`src/rtl/flash_pp_pkg.sv`:
```
package flash_pp_pkg;

   localparam logic [7:0] OP_WREN = 8'h06;
   localparam logic [7:0] OP_PROG = 8'h02;
   localparam logic [7:0] OP_RDSR = 8'h05;
   localparam logic [7:0] OP_FILL = 8'h00;

   typedef enum logic [3:0] {
      S_IDLE,
      S_WREN_TX,
      S_WREN_DRAIN,
      S_PP_CMD,
      S_PP_ADDR,
      S_PP_DATA,
      S_PP_DRAIN,
      S_POLL_SETUP,
      S_POLL_CMD,
      S_POLL_CMD_RX,
      S_POLL_TX,
      S_POLL_RX
   } fpp_state_t;

endpackage

```
`src/rtl/fpp_chunk.sv`:
```
module fpp_chunk #(
   parameter int PAGE_BYTES = 256,
   parameter int CNT_W      = 16
) (
   input  logic [23:0]      addr,
   input  logic [CNT_W-1:0] left,
   output logic [CNT_W-1:0] len
);
   localparam int PG_W = $clog2(PAGE_BYTES);

   logic [CNT_W-1:0] room;

   assign room = CNT_W'(PAGE_BYTES) - CNT_W'(addr[PG_W-1:0]);
   assign len  = (left < room) ? left : room;

endmodule

```
`src/rtl/fpp_addr_bytes.sv`:
```
module fpp_addr_bytes #(
   parameter int NB = 3,
   localparam int SW = (NB > 1) ? $clog2(NB) : 1
) (
   input  logic [8*NB-1:0] addr,
   input  logic [SW-1:0]   sel,
   output logic [7:0]      byte_o
);
   logic [7:0] lanes [NB];

   for (genvar gi = 0; gi < NB; gi++) begin : g_lane
      assign lanes[gi] = addr[8*(NB-1-gi) +: 8];
   end

   always_comb begin
      byte_o = '0;
      for (int i = 0; i < NB; i++) begin
         if (sel == SW'(i)) byte_o = lanes[i];
      end
   end

endmodule

```
`src/rtl/fpp_poll_timer.sv`:
```
module fpp_poll_timer #(
   parameter int TO_W = 16
) (
   input  logic            clk,
   input  logic            rst_n,
   input  logic            run,
   input  logic [TO_W-1:0] limit,
   output logic            expired
);
   logic [TO_W-1:0] cnt_q;

   always_ff @(posedge clk or negedge rst_n) begin
      if (!rst_n) begin
         cnt_q <= '0;
      end else if (!run) begin
         cnt_q <= '0;
      end else if (cnt_q != '1) begin
         cnt_q <= cnt_q + 1'b1;
      end
   end

   assign expired = run && (cnt_q >= limit);

   AST_TIMER_FRESH: assert property (@(posedge clk) disable iff (!rst_n)
      $rose(run) && (limit != '0) |-> !expired) else $error("timer not cleared");

endmodule

```
`src/rtl/flash_page_writer.sv`:
```
module flash_page_writer
   import flash_pp_pkg::*;
#(
   parameter int PAGE_BYTES = 256,
   parameter int CNT_W      = 16,
   parameter int TO_W       = 16,
   parameter int BUSY_BIT   = 0
) (
   input  logic             clk,
   input  logic             rst_n,
   input  logic             start,
   input  logic [31:0]      start_offset,
   input  logic [CNT_W-1:0] start_count,
   input  logic [TO_W-1:0]  timeout_cycles,
   input  logic             in_valid,
   input  logic [7:0]       in_data,
   output logic             in_ready,
   output logic             tx_valid,
   output logic [7:0]       tx_data,
   input  logic             tx_ready,
   input  logic             tx_empty,
   input  logic             rx_valid,
   input  logic [7:0]       rx_data,
   output logic             cs_hold,
   output logic             dir_rx,
   output logic             busy,
   output logic             done,
   output logic             err
);
   localparam int ADDR_BYTES = 3;
   localparam int AB_W       = $clog2(ADDR_BYTES);

   initial begin
      assert (PAGE_BYTES >= 2 && (PAGE_BYTES & (PAGE_BYTES - 1)) == 0)
         else $error("PAGE_BYTES must be a power of two");
      assert (CNT_W > $clog2(PAGE_BYTES)) else $error("CNT_W too narrow for a page");
      assert (BUSY_BIT >= 0 && BUSY_BIT < 8) else $error("BUSY_BIT out of byte");
      assert (TO_W >= 1) else $error("TO_W must be positive");
   end

   fpp_state_t       state_q;
   logic [23:0]      addr_q;
   logic [CNT_W-1:0] left_q;
   logic [CNT_W-1:0] chunk_q;
   logic [AB_W-1:0]  abyte_q;
   logic [TO_W-1:0]  limit_q;
   logic             done_q, err_q;

   logic [CNT_W-1:0] chunk_len;
   logic [7:0]       addr_byte;
   logic             expired, clear_now, abort, tx_fire, poll_ph;

   fpp_chunk #(.PAGE_BYTES(PAGE_BYTES), .CNT_W(CNT_W)) u_chunk (
      .addr(addr_q), .left(left_q), .len(chunk_len));

   fpp_addr_bytes #(.NB(ADDR_BYTES)) u_abytes (
      .addr(addr_q), .sel(abyte_q), .byte_o(addr_byte));

   fpp_poll_timer #(.TO_W(TO_W)) u_timer (
      .clk(clk), .rst_n(rst_n), .run(poll_ph), .limit(limit_q), .expired(expired));

   always_comb begin
      poll_ph = 1'b0;
      case (state_q)
         S_POLL_SETUP, S_POLL_CMD, S_POLL_CMD_RX, S_POLL_TX, S_POLL_RX: poll_ph = 1'b1;
         default: poll_ph = 1'b0;
      endcase
   end

   assign clear_now = (state_q == S_POLL_RX) && rx_valid && !rx_data[BUSY_BIT];
   assign abort     = poll_ph && expired && !clear_now;

   always_comb begin
      tx_valid = 1'b0;
      tx_data  = OP_FILL;
      case (state_q)
         S_WREN_TX: begin tx_valid = 1'b1;     tx_data = OP_WREN;   end
         S_PP_CMD:  begin tx_valid = 1'b1;     tx_data = OP_PROG;   end
         S_PP_ADDR: begin tx_valid = 1'b1;     tx_data = addr_byte; end
         S_PP_DATA: begin tx_valid = in_valid; tx_data = in_data;   end
         S_POLL_CMD: begin tx_valid = 1'b1;    tx_data = OP_RDSR;   end
         S_POLL_TX: begin tx_valid = 1'b1;     tx_data = OP_FILL;   end
         default: ;
      endcase
      if (abort) tx_valid = 1'b0;
   end

   assign tx_fire  = tx_valid && tx_ready;
   assign in_ready = (state_q == S_PP_DATA) && tx_ready;

   always_comb begin
      case (state_q)
         S_PP_CMD, S_PP_ADDR, S_PP_DATA, S_PP_DRAIN,
         S_POLL_CMD, S_POLL_CMD_RX, S_POLL_TX, S_POLL_RX: cs_hold = 1'b1;
         default: cs_hold = 1'b0;
      endcase
   end

   assign dir_rx = poll_ph;
   assign busy   = (state_q != S_IDLE);
   assign done   = done_q;
   assign err    = err_q;

   always_ff @(posedge clk or negedge rst_n) begin
      if (!rst_n) begin
         state_q <= S_IDLE;
         addr_q  <= '0;
         left_q  <= '0;
         chunk_q <= '0;
         abyte_q <= '0;
         limit_q <= '0;
         done_q  <= 1'b0;
         err_q   <= 1'b0;
      end else begin
         done_q <= 1'b0;
         err_q  <= 1'b0;
         if (abort) begin
            state_q <= S_IDLE;
            err_q   <= 1'b1;
         end else begin
            case (state_q)
               S_IDLE: if (start) begin
                  if (start_offset[31:24] != 8'h00) begin
                     err_q <= 1'b1;
                  end else if (start_count == '0) begin
                     done_q <= 1'b1;
                  end else begin
                     addr_q  <= start_offset[23:0];
                     left_q  <= start_count;
                     limit_q <= timeout_cycles;
                     state_q <= S_WREN_TX;
                  end
               end
               S_WREN_TX: if (tx_fire) begin
                  chunk_q <= chunk_len;
                  state_q <= S_WREN_DRAIN;
               end
               S_WREN_DRAIN: if (tx_empty) state_q <= S_PP_CMD;
               S_PP_CMD: if (tx_fire) begin
                  abyte_q <= '0;
                  state_q <= S_PP_ADDR;
               end
               S_PP_ADDR: if (tx_fire) begin
                  abyte_q <= abyte_q + 1'b1;
                  if (abyte_q == AB_W'(ADDR_BYTES - 1)) state_q <= S_PP_DATA;
               end
               S_PP_DATA: if (tx_fire) begin
                  addr_q  <= addr_q + 24'd1;
                  left_q  <= left_q - 1'b1;
                  chunk_q <= chunk_q - 1'b1;
                  if (chunk_q == CNT_W'(1)) state_q <= S_PP_DRAIN;
               end
               S_PP_DRAIN: if (tx_empty) state_q <= S_POLL_SETUP;
               S_POLL_SETUP: state_q <= S_POLL_CMD;
               S_POLL_CMD: if (tx_fire) state_q <= S_POLL_CMD_RX;
               S_POLL_CMD_RX: if (rx_valid) state_q <= S_POLL_TX;
               S_POLL_TX: if (tx_fire) state_q <= S_POLL_RX;
               S_POLL_RX: if (rx_valid) begin
                  if (clear_now) begin
                     if (left_q == '0) begin
                        done_q  <= 1'b1;
                        state_q <= S_IDLE;
                     end else begin
                        state_q <= S_WREN_TX;
                     end
                  end else begin
                     state_q <= S_POLL_TX;
                  end
               end
               default: state_q <= S_IDLE;
            endcase
         end
      end
   end

   AST_ADDR_REJECT: assert property (@(posedge clk) disable iff (!rst_n)
      start && !busy && (start_offset[31:24] != 8'h00) |=> err && !tx_valid && !busy)
      else $error("wide offset accepted");
   AST_WREN_ALONE: assert property (@(posedge clk) disable iff (!rst_n)
      tx_valid && !cs_hold |-> tx_data == OP_WREN) else $error("stray byte without hold");
   AST_DATA_WINDOW: assert property (@(posedge clk) disable iff (!rst_n)
      in_ready |-> cs_hold && !dir_rx) else $error("data taken outside burst");
   AST_HOLD_AFTER_DRAIN: assert property (@(posedge clk) disable iff (!rst_n)
      $rose(cs_hold) |-> $past(tx_empty)) else $error("hold raised before drain");
   AST_POLL_OPCODES: assert property (@(posedge clk) disable iff (!rst_n)
      tx_valid && dir_rx |-> (tx_data == OP_RDSR || tx_data == OP_FILL))
      else $error("bad byte in poll");
   AST_ERR_RELEASE: assert property (@(posedge clk) disable iff (!rst_n)
      err |-> !cs_hold && !dir_rx && !busy) else $error("err without release");
   AST_DONE_ERR_EXCL: assert property (@(posedge clk) disable iff (!rst_n)
      !(done && err)) else $error("done and err together");

endmodule

```
`config.mk`:
```
export PLATFORM = sky130hd
export DESIGN_NAME = flash_page_writer
export DESIGN_NICKNAME = d
export VERILOG_FILES = /design/src/rtl/flash_pp_pkg.sv /design/src/rtl/fpp_chunk.sv /design/src/rtl/fpp_addr_bytes.sv /design/src/rtl/fpp_poll_timer.sv /design/src/rtl/flash_page_writer.sv
export SDC_FILE = /design/constraint.sdc
export NUM_CORES = 1
export LEC_CHECK = 0
export BUFFER_PORTS_ARGS = -buffer_cell sky130_fd_sc_hd__buf_2
export CORE_MARGIN = 2
export CORE_UTILIZATION = 53
export CTS_CLUSTER_DIAMETER = 60
export CTS_CLUSTER_SIZE = 14
export DETAILED_ROUTE_END_ITERATION = 7
export GPL_ROUTABILITY_DRIVEN = 1
export GPL_TIMING_DRIVEN = 0
export HOLD_SLACK_MARGIN = 0.08
export PLACE_DENSITY_LB_ADDON = 0.12
export SYNTH_ARGS = -nofsm -noshare
export SYNTH_HDL_FRONTEND = slang
export SYNTH_SLANG_ARGS = --single-unit
```
`constraint.sdc`:
```
create_clock -name clk -period 7.8 [get_ports clk]
set_input_delay 0.39 -clock clk [delete_from_list [all_inputs] [get_ports clk]]
set_output_delay 0.39 -clock clk [all_outputs]
set_load 0.02 [all_outputs]
```
; Word-level counts from Yosys, hierarchy flattened
; Memory sizes are Yosys's and may differ from the RTL's.
; Cells that the tools add are included.
; W data, S select, Z words.
[word_totals]
output_inout_bits = 15
romBits = 16
mem_count = 1
wordCells = 141
register_bits = 96
[classes]
n_addsub = 6
eq_ne = 38
n_reduce_logical = 25
bitwise = 3
mux = 57
n_lt_le_gt_ge = 2
[memory_table]
columns = memory, words, width, read_ports, rd_ports_with_merged_regs, wr, line
row1 = (no name shown), 16, 1, 1, 0, 0, flash_page_writer.sv:92  ; case (state_q)
[ops]
columns = operator, n
row1 = $mux W16, 9
row2 = $mux W24, 4
row3 = $mux W4, 17
row4 = $pmux W16 S2, 2
row5 = $pmux W24 S2, 1
row6 = $pmux W4 S12, 1
row7 = $ne A3 B3 Y1 const B, 14
row8 = $pmux W8 S5, 1
row9 = $logic_not A16 Y1, 2
row10 = $sub A16 B1 Y16 const B, 2
row11 = $add A24 B1 Y24 const B, 1
row12 = $mux W8, 3
row13 = $add A16 B1 Y16 const B, 1
row14 = $eq A16 B1 Y1 const B, 1
row15 = $eq A4 B3 Y1 const B, 4
row16 = $eq A4 B4 Y1 const B, 4
row17 = $ge A16 B16 Y1, 1
row18 = $lt A16 B16 Y1, 1
row19 = $ne A16 B16 Y1 const B, 1
row20 = $reduce_and A15 Y1, 1
row21 = $mux W1, 14
row22 = $ne A2 B2 Y1 const B, 7
row23 = $reduce_or A5 Y1, 2
row24 = $sub A9 B8 Y10 const A, 1
row25 = other kinds (21), 36

; Longest topological paths before layout
; Gate-level depths: netlist (run 1).
[depth]
depth_word = 11
mapped_depth = 13
mapped_depth_nobuf = 11

; Cells and area by module
; From an unflattened synthesis (run 1), not the netlist that was laid out.
[unflattened]
hier_cells = 796
hier_area_um2 = 6831.6
[by_module_without_submodules]
columns = module, seq_area_each_um2, area_each_um2, instances, cells_per_inst
row1 = flash_page_writer, 2001.9, 4875.9, 1, 569
row2 = fpp_poll_timer, 400.4, 1260.0, 1, 140
row3 = fpp_chunk, 0.0, 498.0, 1, 67
row4 = fpp_addr_bytes, 0.0, 197.7, 1, 20

; Worst setup path before layout (run 1)
; No wires, ideal clock.
[synth_path]
path_type = register to register
startpoint = register addr_q[4]
endpoint = register chunk_q[5]
synth_period_minus_slack_ns = 3.166
setup_slack_ns = 4.634
t_arrival_ns = 3.040
path_stages_with_launch = 12
setup_ns = 0.126
t_required_ns = 7.674
n_path_buf = 1
cell_sequence = dfrtp_1 > clkbuf_1 > or4_1 > nor4b_1 > inv_1 > ha_1 > or4_1 > a211o_1 > a211o_1 > nand3b_1 > o21ai_1 > o32a_1
[synth_between]
elab_chain_len = 5
[synth_rtl]
columns = element, line
row1 = from (decl), flash_page_writer.sv:42  ; logic [23:0] addr_q;
row2 = from (signal assigned), flash_page_writer.sv:128  ; addr_q <= start_offset[23:0];
row3 = from (signal assigned), flash_page_writer.sv:148  ; addr_q <= addr_q + 24'd1;
row4 = $sub A9 B8 Y10 (*), fpp_chunk.sv:13  ; assign room = CNT_W'(PAGE_BYTES) - CNT_W'(addr[PG_W-1:0]);
row5 = $lt A16 B16 Y1, fpp_chunk.sv:14  ; assign len = (left < room) ? left : room;
row6 = $mux W16 (*), fpp_chunk.sv:14
row7 = $mux W16 (*), flash_page_writer.sv:134  ; S_WREN_TX: if (tx_fire) begin
row8 = $pmux W16 S2 (*), flash_page_writer.sv:121  ; case (state_q)
row9 = to (signal assigned), flash_page_writer.sv:135  ; chunk_q <= chunk_len;
row10 = to (signal assigned), flash_page_writer.sv:150  ; chunk_q <= chunk_q - 1'b1;
row11 = to (decl), flash_page_writer.sv:44  ; logic [CNT_W-1:0] chunk_q;
; Every way passes the cells marked *; elsewhere a longest branch is shown, timed or not. The select of a mux whose other input is x is not followed.
; A chain may end at the register's enable or synchronous reset.

; Worst setup path in the final report (run 1)
[layout_path]
startpoint = register addr_q[4]
endpoint = register chunk_q[7]
; The elaborated chain is that of the path after synthesis.

==> results.rst, run 1 <==
.. list-table::
   :header-rows: 1

   * - Metric
     - Value
   * - Initial DRC count
     - 610
   * - Share of synthesized area spent on multiplexers
     - less than 1%
   * - Proportion of synthesized flip-flops having asynchronous set or reset
     - 100%
   * - Height of the die
     - 116 um
   * - Total length of routed wires
     - around 21 mm
   * - Post-synthesis share of cell area spent on xor and xnor gates
     - under 10%
   * - Dominant combinational cell family by area after synthesis
     - simple AND/OR/NAND/NOR gates
   * - Worst VDD drop
     - approximately 150 uV
   * - Number of nets with antenna violations after routing
     - 0
   * - Root Buffer
     - sky130_fd_sc_hd__clkbuf_16
   * - Placement Setup Slack
     - roughly 4.0 ns
   * - Number of endpoints failing setup at the final stage
     - 0
   * - TritonCTS Sinks
     - 96
   * - Tightest Pin Transition
     - slightly below 1 ns
   * - Cell family with the largest share of critical-path delay
     - simple AND/OR/NAND/NOR gates
   * - Ratio of cells with drive above 1 in the final layout
     - between 15 and 20%
   * - Reg-to-Reg Start
     - addr_q[4]$_DFFE_PN0P_
   * - Run status
     - finished clean
   * - Final count of pins violating max slew
     - 0
   * - Standard cell core area
     - 12100 um^2
   * - Largest fanout on the critical path
     - 10
   * - Via count of the first global-routing pass
     - 6478
   * - Number of storage elements in the synthesis netlist
     - 96
   * - Crit path DAT
     - 4.12 ns
   * - Simple logic cell fraction of the synthesized area
     - a little over a quarter
   * - Power density over the cells
     - roughly 280 nW/um^2
   * - Global-route wire length before repair
     - roughly 33 mm
   * - Cell taking the most area after synthesis
     - sky130_fd_sc_hd__dfrtp_1
   * - TritonCTS clock tree
     - built
   * - Area fraction in compound gates after synthesis
     - between 20% and 30%
   * - Width of the chip
     - between 100 and 150 um
   * - Starting Density
     - between 50% and 60%
   * - Buffering stage count on the worst path with inverters included
     - 3
   * - Number of instances in the synthesized netlist
     - 800
   * - Area enclosed by the die boundary
     - 13300 um^2
   * - Synthesis-to-finish area growth
     - 15.3%
   * - Total global routing track utilization
     - a little under a third
   * - Row cnt
     - 40
   * - Number of buffers inserted for hold repair after clock tree synthesis
     - 0
   * - Number of clock buffers inserted by TritonCTS
     - 9
   * - Net count reported at finish
     - between 1000 and 1500
   * - Number of optimization iterations in the first detailed-route pass
     - 6
   * - Crit-path slowest cell
     - sky130_fd_sc_hd__nor4b_1
   * - CP required
     - roughly 8.1 ns
   * - Final setup skew
     - 0.00720 ns
   * - Total nets after synthesis
     - 920
   * - Critical path launch point type
     - flip-flop
   * - Max_cap viols
     - 0
   * - Drt wl/cell
     - 19.1 um
   * - Fill cells
     - 1097
   * - Worst slew margin relative to its limit
     - 34.4%
   * - Warning count from the yosys run
     - 0
   * - H-tree depth
     - 3
   * - Hold Vio Cnt, Final
     - 0
   * - Minimum setup slack in the final design
     - between 3 and 4 ns
   * - RePlAce Congestion
     - 0.942
   * - Deepest clock path buffer count
     - 2
   * - Pin count of the biggest net entering global routing
     - 53
   * - Number of buffers inserted to repair setup after CTS
     - 0
   * - Detailed-route vias per instance
     - around 6.3
   * - Number of remaining DRC errors
     - 0
   * - Detailed-route via count
     - just under 7000
   * - IO Count
     - just over 100
   * - Share of the synthesized area in the top cell type
     - approximately 36%
   * - Flip-flop cell with the highest count after synthesis
     - sky130_fd_sc_hd__dfrtp_1
   * - CP max stage delay
     - between 0.7 and 0.8 ns
   * - Clock insertion delay at the later pin of the skew report
     - roughly 0.36 ns
   * - Register area share after synthesis
     - between 30% and 40%
   * - Hold Path Class
     - input pin to asynchronous set/reset pin
   * - Critical path endpoint category
     - flip-flop
   * - RSZ-0062 raised after global routing
     - false
   * - Lkg Pwr
     - 3.42 nW
   * - Number of synthesized flops with an enable pin
     - 0
   * - Reg2Reg Setup Slack
     - 3.95 ns
   * - Syn_area_per_cell
     - ~8 um^2
   * - Cells resized by post-CTS repair
     - 0
   * - Highest-count cells in the layout ignoring fill and taps
     - 111 x sky130_fd_sc_hd__buf_2, 97 x sky130_fd_sc_hd__nand2_1, 96 x sky130_fd_sc_hd__dfrtp_1, 85 x sky130_fd_sc_hd__nor2_1, 47 x sky130_fd_sc_hd__o21ai_0
   * - Antenna violations before repair
     - 0
   * - Count of input and output buffers
     - between 90 and 100
   * - Final Critical Period
     - roughly 3.8 ns
   * - Highest attainable clock frequency
     - around 260 MHz
   * - Antenna diode count
     - 0
   * - Origin of the worst setup path
     - addr_q[4]$_DFFE_PN0P_
   * - Most area-consuming cells after synthesis
     - sky130_fd_sc_hd__dfrtp_1 36%, sky130_fd_sc_hd__ha_1 6.3%, sky130_fd_sc_hd__nand2_1 5.5%
   * - Sum of negative setup slack
     - 0 ns
   * - Cells along the critical path
     - clkbuf_1, or4_1, nor4b_1, inv_1, ha_1, or4_1, a211o_1, a211o_1, buf_6, mux2i_1, nand2_1, o211ai_2
   * - Final period util
     - 49.3%
   * - Worst Path Class, Setup
     - flip-flop to flip-flop
   * - Netlist area before placement
     - between 6000 and 7000 um^2
   * - Adder-cell share of the synthesized area
     - between 6 and 7%
   * - Leading cell type in the layout, fill and taps excluded
     - sky130_fd_sc_hd__buf_2
   * - Yosys cell types
     - between 70 and 80
   * - Overall power consumption
     - approximately 2.1 mW
   * - Post-CTS clock slew at the launch and capture registers of the worst setup and hold paths
     - roughly 0.070 ns
   * - Total global routing overflow
     - 0
   * - HPWL reported at the end of detailed placement
     - 15.6 mm
## area by class of cell
type	count	area [um^2]	area share (%)
Buffer	45	210	2.77
Sequential cell	96	2400	31.6
Tap cell	168	210	2.77
Multi-Input combinational cell	619	3830	50.4
Clock buffer	10	229	3.01
Clock inverter	6	67.6	0.889
Inverter	40	150	1.98
Timing Repair Buffer	95	500	6.59
## metrics by stage
stage / instances / utilization (%) / hold WS [ns] / cell area (um^2)
2_1_floorplan: 800 / - / 0.0944 / 6590
3_3_place_gp: 1062 / 60.3 / 0.473 / 7270
3_5_place_dp: 1063 / 60.5 / 0.478 / 7300
4_1_cts: 1079 / 63.0 / 0.115 / 7600
5_1_grt: 1079 / 63.0 / 0.151 / 7600
6_report: 1079 / 63.0 / 0.0853 / 7600
## path summary, 6_finish.rpt
check                                                to  depth (start not counted)
worst min-delay path            chunk_q[11]$_DFFE_PN0P_                          1
min in group clk                 addr_q[15]$_DFFE_PN0P_                          2
max in group asynchronous         addr_q[8]$_DFFE_PN0P_                          2
worst max-delay path             chunk_q[7]$_DFFE_PN0P_                         12
worst max register to register   chunk_q[7]$_DFFE_PN0P_                         12
worst min register to register  chunk_q[11]$_DFFE_PN0P_                          1
## power breakdown
| group | total [mW] | internal, mW | switching, mW |
|---|---|---|---|
| clock network | 0.458 | 0.251 | 0.207 |
| logic | 0.934 | 0.352 | 0.582 |
| registers | 0.729 | 0.597 | 0.132 |
## cell families (layout without fill, tap and decap cells)
kind of cell,Yosys count,in the layout
muxes,4,4
DFF,96,96
buffers and inverters,85,196
adders and majority gates,33,33
xor gates and xnor gates,22,22
AOI/OAI and AO/OA,207,207
and+or+nand+nor,353,353
## worst reg2reg max path, cell delays in order (launching register included)
cell and delay, ns:
sky130_fd_sc_hd__dfrtp_1 0.36, sky130_fd_sc_hd__clkbuf_1 0.20, sky130_fd_sc_hd__or4_1 0.54, sky130_fd_sc_hd__nor4b_1 0.71
sky130_fd_sc_hd__inv_1 0.10, sky130_fd_sc_hd__ha_1 0.22, sky130_fd_sc_hd__or4_1 0.41, sky130_fd_sc_hd__a211o_1 0.33
sky130_fd_sc_hd__a211o_1 0.30, sky130_fd_sc_hd__buf_6 0.17, sky130_fd_sc_hd__mux2i_1 0.20, sky130_fd_sc_hd__nand2_1 0.12
sky130_fd_sc_hd__o211ai_2 0.11
## state kept, by name (all words and copies together), names as in the netlist
register	cells
addr_q	24
chunk_q	16
left_q	16
limit_q	16
u_timer.cnt_q	16
state_q	4
abyte_q	2
done	1
err	1
## synthesized netlist by cell type, types with 6 or more instances
| library cell | instances |
|---|---|
| sky130_fd_sc_hd__a211oi_1 | 19 |
| sky130_fd_sc_hd__a21oi_1 | 39 |
| sky130_fd_sc_hd__a221o_1 | 7 |
| sky130_fd_sc_hd__a311oi_1 | 10 |
| sky130_fd_sc_hd__a31oi_1 | 13 |
| sky130_fd_sc_hd__and3_1 | 8 |
| sky130_fd_sc_hd__and4_1 | 8 |
| sky130_fd_sc_hd__buf_2 | 18 |
| sky130_fd_sc_hd__clkbuf_1 | 21 |
| sky130_fd_sc_hd__dfrtp_1 | 96 |
| sky130_fd_sc_hd__ha_1 | 33 |
| sky130_fd_sc_hd__inv_1 | 39 |
| sky130_fd_sc_hd__nand2_1 | 97 |
| sky130_fd_sc_hd__nand2b_1 | 6 |
| sky130_fd_sc_hd__nand3_1 | 29 |
| sky130_fd_sc_hd__nand4_1 | 26 |
| sky130_fd_sc_hd__nor2_1 | 85 |
| sky130_fd_sc_hd__nor3_1 | 40 |
| sky130_fd_sc_hd__nor4_1 | 11 |
| sky130_fd_sc_hd__o21ai_0 | 47 |
| sky130_fd_sc_hd__o21ai_1 | 11 |
| sky130_fd_sc_hd__o31ai_1 | 6 |
| sky130_fd_sc_hd__or3_1 | 8 |
| sky130_fd_sc_hd__xnor2_1 | 8 |
| sky130_fd_sc_hd__xor2_1 | 14 |
## layer usage
| layer | wire, um | track usage (%) | part of all wire, % | up-vias |
|---|---|---|---|---|
| li1 | - | - | - | 3178 |
| met1 | 9180 | 44.6 | 44 | 3189 |
| met2 | 9170 | 49.9 | 44 | 334 |
| met3 | 1670 | 5.18 | 8.1 | 54 |
| met4 | 626 | 12.8 | 3.0 | 0 |
| met5 | 0 | 0 | 0 | - |
Power figures use the tool's default switching activity.
==> run 2: changes to the inputs <==
- clock period: 7.8 -> 3.8 ns (I/O delays scaled with it)
==> results.rst, run 2 (synthesis results as in run 1) <==
.. list-table::
   :header-rows: 1

   * - Metric
     - Value
   * - Post-CTS clock slew at the launch and capture registers of the worst setup and hold paths
     - 0.06 ns (was 0.07 ns)
   * - Worst reg2reg path depth
     - 12 (unchanged)
   * - RePlAce Congestion
     - 0.942 (unchanged)
   * - Antenna diode count
     - 0 (unchanged)
   * - Number of buffers inserted to repair setup after CTS
     - 0 (unchanged)
   * - Root Buffer
     - sky130_fd_sc_hd__clkbuf_16 (unchanged)
   * - Internal
     - 2.48 mW (was 1.20 mW)
   * - Total length of routed wires
     - 20.9 mm (was 20.6 mm)
   * - Net count reported at finish
     - 1049 (was 1026)
   * - WHS Path Cells
     - 3
   * - Switching power
     - 1.89 mW (was 0.921 mW)
   * - Final Critical Period
     - 3.61 ns (was 3.85 ns)
   * - Cell family with the largest share of critical-path delay
     - simple AND/OR/NAND/NOR gates (unchanged)
   * - Number of nets with antenna violations after routing
     - 0 (unchanged)
   * - TritonCTS clock tree
     - built (unchanged)
   * - Area enclosed by the die boundary
     - 13300 um^2 (unchanged)
   * - Ratio of cells with drive above 1 in the final layout
     - 16.1% (was 16.4%)
   * - Number of optimization iterations in the first detailed-route pass
     - 5 (was 6)
   * - Antenna violations before repair
     - 0 (unchanged)
   * - Final count of pins violating max slew
     - 0 (unchanged)
   * - Worst VDD drop
     - 317 uV (was 154 uV)
   * - Cells along the critical path
     - clkbuf_1, or4_1, nor4b_2, inv_1, ha_1, or4_1, a211o_1, a211o_1, buf_6, mux2i_1, nand2_1, o211ai_2 (was clkbuf_1, or4_1, nor4b_1, inv_1, ha_1, or4_1, a211o_1, a211o_1, buf_6, mux2i_1, nand2_1, o211ai_2)
   * - Clock insertion delay at the later pin of the skew report
     - 0.36 ns (about the same)
   * - Height of the die
     - 116 um (unchanged)
   * - Standard cell core area
     - 12100 um^2 (unchanged)
   * - Sum of negative setup slack
     - 0 ns (unchanged)
   * - Final setup skew
     - 0.00806 ns (was 0.00720 ns)
   * - Total global routing track utilization
     - 32.4% (was 32.0%)
   * - Final core occ
     - 65.0% (was 63.0%)
   * - Via count of the first global-routing pass
     - 6554 (was 6478)
   * - RSZ-0062 raised after global routing
     - false (unchanged)
   * - H-tree depth
     - 3 (unchanged)
   * - Number of remaining DRC errors
     - 0 (unchanged)
   * - Global-route wire length before repair
     - 33.6 mm (was 33.2 mm)
   * - Top reg by flops
     - addr_q (unchanged)
   * - Clock Power Share
     - 21.4% (was 21.6%)
   * - Highest-count cells in the layout ignoring fill and taps
     - 111 x sky130_fd_sc_hd__buf_2, 97 x sky130_fd_sc_hd__nand2_1, 96 x sky130_fd_sc_hd__dfrtp_1, 85 x sky130_fd_sc_hd__nor2_1, 47 x sky130_fd_sc_hd__o21ai_0 (unchanged)
   * - Number of clock buffers inserted by TritonCTS
     - 9 (unchanged)
   * - Leading cell type in the layout, fill and taps excluded
     - sky130_fd_sc_hd__buf_2 (unchanged)
   * - Reg-to-Reg Start
     - addr_q[4]$_DFFE_PN0P_ (unchanged)
   * - Crit. path cell count
     - 12 (unchanged)
   * - Endpoint of the worst-slack reg-to-reg timing path
     - chunk_q[7]$_DFFE_PN0P_ (unchanged)
   * - Initial DRC count
     - 591 (was 610)
   * - Total global routing overflow
     - 0 (unchanged)
   * - Power density over the cells
     - 558 nW/um^2 (was 279 nW/um^2)
   * - Critical path endpoint category
     - flip-flop (unchanged)
   * - Final std cell area, no fill
     - 7840 um^2 (was 7600 um^2)
   * - CP required
     - 4.07 ns (was 8.07 ns)
   * - Crit path DAT
     - 3.88 ns (was 4.12 ns)
   * - Number of endpoints failing setup at the final stage
     - 0 (unchanged)
   * - Detailed-route vias per instance
     - 6.22 (was 6.26)
   * - Hold path startpoint
     - start_count[13]
   * - Sequential fraction of design power
     - 34.2% (was 34.4%)
   * - Combinational Power Share
     - 44.4% (was 44.0%)
   * - Buffering stage count on the worst path with inverters included
     - 3 (unchanged)
   * - Run status
     - finished clean (unchanged)
   * - Crit-path slowest cell
     - sky130_fd_sc_hd__or4_1 (was sky130_fd_sc_hd__nor4b_1)
   * - Worst slew margin relative to its limit
     - 34.7% (was 34.4%)
   * - IO Count
     - 102 (unchanged)
   * - Minimum setup slack in the final design
     - 0.189 ns (was 3.95 ns)
   * - Final period util
     - 95.0% (was 49.3%)
   * - Max_cap viols
     - 0 (unchanged)
   * - Count of input and output buffers
     - 94 (unchanged)
   * - Critical path launch point type
     - flip-flop (unchanged)
   * - Row cnt
     - 40 (unchanged)
   * - Highest attainable clock frequency
     - 277 MHz (was 260 MHz)
   * - CP max stage delay
     - 0.56 ns (was 0.71 ns)
   * - Starting Density
     - 54.7% (unchanged)
   * - Synthesis-to-finish area growth
     - 18.9% (was 15.3%)
   * - HPWL reported at the end of detailed placement
     - 15.6 mm (unchanged)
   * - Largest fanout on the critical path
     - 10 (unchanged)
   * - Reg2Reg Setup Slack
     - 0.19 ns (was 3.95 ns)
   * - Hold Crit Endpoint
     - left_q[13]$_DFFE_PN0P_
   * - Total cell area at the placement stage
     - 7300 um^2 (unchanged)
   * - Deepest clock path buffer count
     - 2 (unchanged)
   * - Switching Fraction
     - 43.3% (was 43.4%)
   * - Tightest Pin Transition
     - 0.970 ns (was 0.976 ns)
   * - Drt wl/cell
     - 19.0 um (was 19.1 um)
   * - Detailed-route via count
     - 6849 (was 6755)
   * - Lkg Pwr
     - 3.51 nW (was 3.42 nW)
   * - Hold Path Class
     - input pin to flip-flop (was input pin to asynchronous set/reset pin)
   * - TritonCTS Sinks
     - 96 (unchanged)
   * - Width of the chip
     - 116 um (unchanged)
   * - Flip-flop count of the largest register after layout
     - 24 (unchanged)
   * - Worst Path Class, Setup
     - flip-flop to flip-flop (unchanged)
   * - Placement Setup Slack
     - 0.0193 ns (was 4.02 ns)
   * - Hold Vio Cnt, Final
     - 0 (unchanged)
   * - Overall power consumption
     - 4.37 mW (was 2.12 mW)
   * - Pin count of the biggest net entering global routing
     - 53 (unchanged)
[run 2: power by group through the flow]
stage	logic [mW]	clock network (mW)	registers, mW
final	1.94	0.935	1.50
after global routing	2.14	0.989	1.53
after CTS	1.91	0.941	1.48
after detailed placement	1.88	0	1.50
after global placement	1.82	0	1.49
after floorplan	1.37	0	1.43
[run 2: layout make-up]
cell class / count / area (um^2)
inverters: 40 / 150
well taps: 168 / 210
plain buffers: 45 / 210
clock inverters: 6 / 67.6
fillers: 1064 / 4230
clock buffers: 10 / 229
repair buffers: 118 / 731
flip-flops and latches: 96 / 2400
multi-input cells: 619 / 3840
[run 2: timing repair]
action / CTS / global route
endpoints found under the hold margin: 73 / 0
setup endpoints to repair: 2 / 0
hold buffers: 23 / 0
gates resized for setup: 1 / 0
[run 2: worst max-delay path by stage]
stage,from,to,slack (ns)
5_1_grt,addr_q[4]$_DFFE_PN0P_,chunk_q[7]$_DFFE_PN0P_,0.04
3_5_place_dp,addr_q[4]$_DFFE_PN0P_,chunk_q[7]$_DFFE_PN0P_,0.02
6_report,addr_q[4]$_DFFE_PN0P_,chunk_q[7]$_DFFE_PN0P_,0.19
3_3_place_gp,addr_q[4]$_DFFE_PN0P_,chunk_q[7]$_DFFE_PN0P_,0.02
4_1_cts,addr_q[4]$_DFFE_PN0P_,chunk_q[7]$_DFFE_PN0P_,0.23
2_1_floorplan,addr_q[4]$_DFFE_PN0P_,chunk_q[5]$_DFFE_PN0P_,0.63
[run 2: metal layers]
metal / vias up / track usage, % / share of wire [%]
li1: 3229 / - / -
met1: 3283 / 44.9 / 45
met2: 296 / 51.0 / 45
met3: 41 / 5.13 / 7.5
met4: 0 / 12.8 / 2.5
met5: - / 0 / 0
[run 2: tightest hold or removal path: cells and delay by family]
family	cells	cell delay, ns
compound gates	1	0.07
simple gates	1	0.05
buf+inv	1	0.09
[run 2: per-stage QoR]
step | hold slack (ns) | std cells
after floorplan | -0.106 | 800
after global placement | 0.393 | 1062
after detailed placement | 0.293 | 1063
after CTS | 0.0815 | 1102
after global routing | 0.0868 | 1102
final | 0.0818 | 1102
